### src/rtl/cpump_gain_pkg.sv
package cpump_gain_pkg;
  // multipliers in half-units per unit of the scale factor
  localparam int unsigned AUX_K   = 1;
  localparam int unsigned PROP_K  = 2;
  localparam int unsigned SU_K    = 10;
  localparam int unsigned INT_K   = 24;
  localparam int unsigned HI_SCALE = 3;
  localparam int unsigned LO_SCALE = 1;

  typedef struct packed {
    logic speedUp;
    logic intEnable;
    logic hiGain;
  } pumpCtrl_t;
endpackage

### src/rtl/cpump_speed_ctrl.sv
module cpump_speed_ctrl
  import cpump_gain_pkg::*;
(
  input  logic       clk,
  input  logic       rstN,
  input  logic [1:0] gainSel,
  input  logic       mainWordLoad,
  input  logic       strobe,
  input  logic       forceSpeedUp,
  input  logic       noSpeedUp,
  output pumpCtrl_t  ctrl
);
  logic windowOpen;
  logic strobeReq;
  logic speedReq;

  // window stays open from a load within a strobe pulse until strobe drops
  always_ff @(posedge clk) begin
    if (!rstN)                 windowOpen <= 1'b0;
    else if (!strobe)          windowOpen <= 1'b0;
    else if (mainWordLoad)     windowOpen <= 1'b1;
  end

  always_comb begin
    strobeReq = strobe && (windowOpen || mainWordLoad);
    if (noSpeedUp)         speedReq = 1'b0;
    else if (forceSpeedUp) speedReq = 1'b1;
    else                   speedReq = strobeReq;
    ctrl.speedUp   = speedReq;
    ctrl.intEnable = !gainSel[1];
    ctrl.hiGain    = !gainSel[0];
  end
endmodule

### src/rtl/cpump_gain_dp.sv
module cpump_gain_dp
  import cpump_gain_pkg::*;
#(
  parameter int CODE_W = 7
) (
  input  logic              clk,
  input  logic              rstN,
  input  pumpCtrl_t         ctrl,
  output logic [CODE_W-1:0] auxCode,
  output logic [CODE_W-1:0] propCode,
  output logic [CODE_W-1:0] intCode
);
  int unsigned scaleI;
  logic [CODE_W-1:0] auxNxt;
  logic [CODE_W-1:0] propNxt;
  logic [CODE_W-1:0] intNxt;

  always_comb begin
    scaleI  = ctrl.hiGain ? HI_SCALE : LO_SCALE;
    auxNxt  = CODE_W'(AUX_K * scaleI);
    propNxt = CODE_W'((ctrl.speedUp ? SU_K : PROP_K) * scaleI);
    intNxt  = (ctrl.speedUp && ctrl.intEnable) ? CODE_W'(INT_K * scaleI) : '0;
  end

  always_ff @(posedge clk) begin
    if (!rstN) begin
      auxCode  <= '0;
      propCode <= '0;
      intCode  <= '0;
    end else begin
      auxCode  <= auxNxt;
      propCode <= propNxt;
      intCode  <= intNxt;
    end
  end
endmodule

### src/rtl/cpump_gain_ctrl.sv
module cpump_gain_ctrl
  import cpump_gain_pkg::*;
#(
  parameter int CODE_W = 7
) (
  input  logic              clk,
  input  logic              rstN,
  input  logic [1:0]        gainSel,
  input  logic              mainWordLoad,
  input  logic              strobe,
  input  logic              forceSpeedUp,
  input  logic              noSpeedUp,
  output logic [CODE_W-1:0] auxCode,
  output logic [CODE_W-1:0] propCode,
  output logic [CODE_W-1:0] intCode
);
  pumpCtrl_t ctrl;

  cpump_speed_ctrl u_ctrl (
    .clk(clk), .rstN(rstN), .gainSel(gainSel), .mainWordLoad(mainWordLoad),
    .strobe(strobe), .forceSpeedUp(forceSpeedUp), .noSpeedUp(noSpeedUp),
    .ctrl(ctrl)
  );

  cpump_gain_dp #(.CODE_W(CODE_W)) u_dp (
    .clk(clk), .rstN(rstN), .ctrl(ctrl),
    .auxCode(auxCode), .propCode(propCode), .intCode(intCode)
  );
endmodule

### config.mk
export PLATFORM = sky130hd
export DESIGN_NAME = cpump_gain_ctrl
export DESIGN_NICKNAME = d
export VERILOG_FILES = /design/src/rtl/cpump_gain_pkg.sv /design/src/rtl/cpump_speed_ctrl.sv /design/src/rtl/cpump_gain_dp.sv /design/src/rtl/cpump_gain_ctrl.sv
export SDC_FILE = /design/constraint.sdc
export NUM_CORES = 1
export LEC_CHECK = 0
export ABC_AREA = 1
export BUFFER_PORTS_ARGS = -buffer_cell sky130_fd_sc_hd__buf_2
export CAP_MARGIN = 20
export CORE_AREA = 3 3 40 42
export CTS_BUF_LIST = sky130_fd_sc_hd__clkbuf_8 sky130_fd_sc_hd__clkbuf_16
export DETAILED_ROUTE_END_ITERATION = 16
export DIE_AREA = 0 0 43 45
export PLACE_DENSITY = 0.61
export SLEW_MARGIN = 25
export SYNTH_ARGS = -nofsm -noshare
export SYNTH_HDL_FRONTEND = slang
export SYNTH_SLANG_ARGS = --single-unit
### constraint.sdc
create_clock -name clk -period 1.91 [get_ports clk]
set_input_delay 0.573 -clock clk [delete_from_list [all_inputs] [get_ports clk]]
set_output_delay 0.573 -clock clk [all_outputs]
set_load 0.03 [all_outputs]
-- Word level (Yosys, flattened, before mapping)
Cells that the tools add are included.
- eq/ne operators: 0
- shift-type cells: 0
- divide/modulo/power cells: 0
- muxes and demuxes: 4
- reductions and logical operators: 6
- bitwise gates (word level): 0
- magnitude comparators: 0
- multipliers: 2
- add/subtract/negate cells: 0
- operators by type and width (cell ; count):
    $mul 2x32->4 const A ; 1
    $mul 32x32->7 ; 1
    $mux 4 ; 1
    $reduce_and 2->1 ; 2
    $logic_and 1x1->1 ; 2
    $mux 1 ; 2
    $mux 2 ; 1
    $logic_not 1->1 ; 1
    $logic_or 1x1->1 ; 1
- output and inout port bits: 21
- memory bits (writable): 0
- bits in latches: 0
- memories kept: 0
- logic and storage cells: 17
- bits in registers: 22
- memory bits (read-only): 0
- input bits: 8

-- Logic depth before layout (Yosys ltp)
- word-level depth: 6
- mapped depth: 4
- mapped depth without buffers: 4

-- Cells and area by module
A second synthesis with hierarchy kept.
- cells, all modules: 41
- area total of the unflattened synthesis: 356.6 sq um
- by module, submodules not included (module ; area each (sq um) ; instances ; cells an instance ; seq. area each (sq um)):
    cpump_gain_dp ; 292.8 ; 1 ; 32 ; 140.1
    cpump_speed_ctrl ; 63.8 ; 1 ; 9 ; 20.0

-- Worst setup path before layout
No wires, ideal clock.
- kind: reg2out
- start point: register u_dp.propCode[1]
- end point: output propCode[1]
- stages on the path, launching flop included: 2
- arrival time: 0.700 ns
- path slack: 0.637 ns
- cells stage by stage: dfxtp_1 -> buf_4
- RTL lines (what ; RTL line ; RTL):
    start: declaration ; cpump_gain_dp.sv:10 ; output logic [CODE_W-1:0] propCode,
    start signal: assignment ; cpump_gain_dp.sv:32 ; propCode <= propNxt;
    end: declaration ; cpump_gain_ctrl.sv:14 ; output logic [CODE_W-1:0] propCode,
No word-level cell between the ends.

==> qor.yml <==
cells_and_area:
  drive_above_1_share_pct: 41.8
  layout_commonest_cell: "buf_2"
  fin_cells: 70
  layout_common_cells: "buf_2, conb_1, dfxtp_1"
  final_nets: 65
  fillCellCount: 143
  areaGrowthSynthToFinish_pct: 22.1
  diodes: 0
clocking:
  htree_num_levels: 1
  cts_buffers: 3
  clkLatencyLatePin_ps: 220
  clockBufferDepth: 2
  cts_hold_buf: 0
  cts_sinks: 8
  clk_root_buffer_cell: "clkbuf_8"
  cts.reportedPaths.clkPinSlew_ps: 40
  cts_setup_buffers: 0
  cts_resized: 0
  cts_tree: "yes"
sta:
  tns_ps: 0
  min_period_over_period_pct: 67.8
  fmax_ghz: 0.772
  finalClockSkew_ps: 0.561
  finalHoldWorstSlack_ps: 463
  finalMaxSlewViolations: 0
  rsz0062_at_grt: "false"
  min_period_ps: 1300
  setup_viol: 0
  finalHoldViolCount: 0
route:
  ant_nets: 0
  via_per_inst: 3.41
  via_count: 239
  wl_um: 501
  wl_per_cell_um: 7.16
  firstDrtPassIters: 1
  drt-initial-drc-count: 0
  drc: 0
synth:
  synth_compound_area_share_pct: 2.54
  synth_mux_area_share_pct: 0
  synth_area_per_cell_um2: 8.85
  syn_area_um2: 345
  yosysUniqueCellTypes: 10
  synth_top_family_by_area: "buffers and inverters"
  syn_inst: 39
  synth-seq-area-share_pct: 46.4
  synth_warnings: 0
  yosys.area_share.simple_pct: 13.0
  synth_seq_cells: 8
  synthAdderAreaFrac_pct: 0
  synth_xor_area_share_pct: 0
setup_path:
  critical_path_arrival_ps: 720
  critPathTopFamily: "flip-flops"
  path_max_fanout: 2
  r2r-start: "u_ctrl.windowOpen"
  worstReg2RegEnd: "u_dp.intCode[4]"
  path_depth: 1
  crit_required_ps: 1340
  end_kind: "output pin"
  startpoint_type: "register"
  worst_path_max_delay_cell: "dfxtp_1"
  rr_worst_depth: 4
  rrSetupSlack_ps: 1150
  crit_path_cell_trace: "buf_2"
  critPathMaxStageDelay_ps: 310
  cp_num_buf_inv: 1
  crit_type: "register to output pin"
floorplanning:
  chipHeight_um: 45
  start_util_pct: 26.9
  die_w_um: 43
  core_area_um2: 1280
  rows: 13
  io_pins: 29
  dieArea_um2: 1940
hold_path:
  hp-class: "primary input to register"
  holdPathStages: 1
  min_from: "rstN"
  whs_endpoint: "u_dp.propCode[1]"
power:
  swShare_pct: 27.3
  power.total_uw: 447
  power_density_nw_per_um2: 1060
  seq_power_share_pct: 39.5
  ir_drop_mv: 0.197
  power_frac_comb_pct: 16.5
  pwr-share-clk_pct: 44.1
  switchingPower_uw: 122
  internal_power_uw: 325
  p_leak_nw: 0.258
global_routing:
  top_usage_layer: "met4"
  grtUsageTotal_pct: 5.50
  globalRouteMet3Util_pct: 5.18
  grt-ovfl-total: 0
  grt_pass1_vias: 186
  grt_max_degree: 5
  met1_usage_pct: 3.38
  met2_usage_pct: 7.19
  grt_pass1_wl_um: 662
  antenna_found_initial: 0
place:
  place.gp.congestion: 0.682
  placed_cells: 67
  dp_hpwl_um: 425
  port-buffer-count: 16
run:
  maxCapViolations: 0
run_status:
  outcome: "complete, no violations"
[registers in the layout, summed over array words and instances, names as in the netlist]
| signal | cells |
|---|---|
| u_dp.propCode | 4 |
| u_ctrl.windowOpen | 1 |
| u_dp.intCode | 3 |
[area by class of cell]
type	count	area (um^2)	share of cell area [%]
flip-flops and latches	8	160	38.0
multi-input cells	22	98.8	23.4
repair buffers	16	80.1	19.0
clock buffers	3	41.3	9.79
inverters	6	22.5	5.34
well taps	15	18.8	4.45
[synth_stat cells]
master	count	share of area [%]
buf_4	14	30
dfxtp_1	8	46
inv_1	6	6.5
nor2_1	5	5.4
conb_1	1	1.1
nand2_1	1	1.1
nand2_2	1	1.8
nand3_2	1	2.9
nor2_2	1	1.8
o21ai_2	1	2.5
[stage by stage]
stage               instance area (um^2)  util [%]  setup slack [ps]
floorplan                            387         -               637
global placement                     380      29.6               783
detailed placement                   380      29.6               779
CTS                                  422      32.8               604
global route                         422      32.8               581
finish                               422      32.8               614
[cell families after synthesis]
group	after synthesis
AND/OR/NAND/NOR	9
flip-flops	8
AO/OA/AOI/OAI	1
other	1
buffers and inverters	20
[power by group through the flow]
stage                     registers [mW]  logic, mW  clock network, mW
final                              0.176     0.0736              0.197
after global routing               0.177     0.0786              0.211
after CTS                          0.177     0.0738              0.203
after detailed placement           0.179     0.0737                  0
after global placement             0.179     0.0738                  0
after floorplan                    0.191     0.0670                  0
[how the worst max path moves through the flow]
stage                                start              end
after floorplan           u_dp.propCode[1]      propCode[1]
after global placement        mainWordLoad  u_dp.intCode[6]
after detailed placement      mainWordLoad  u_dp.intCode[4]
after CTS                 u_dp.propCode[1]       auxCode[0]
after global routing      u_dp.propCode[1]      propCode[1]
final                     u_dp.propCode[1]       auxCode[0]
[routing by layer]
layer,part of all wire (%),vias up
met3,27,4
met1,26,95
met5,0,-
li1,-,119
met4,6.2,0
met2,41,21
Note: power is estimated with default switching activity, not from simulation.
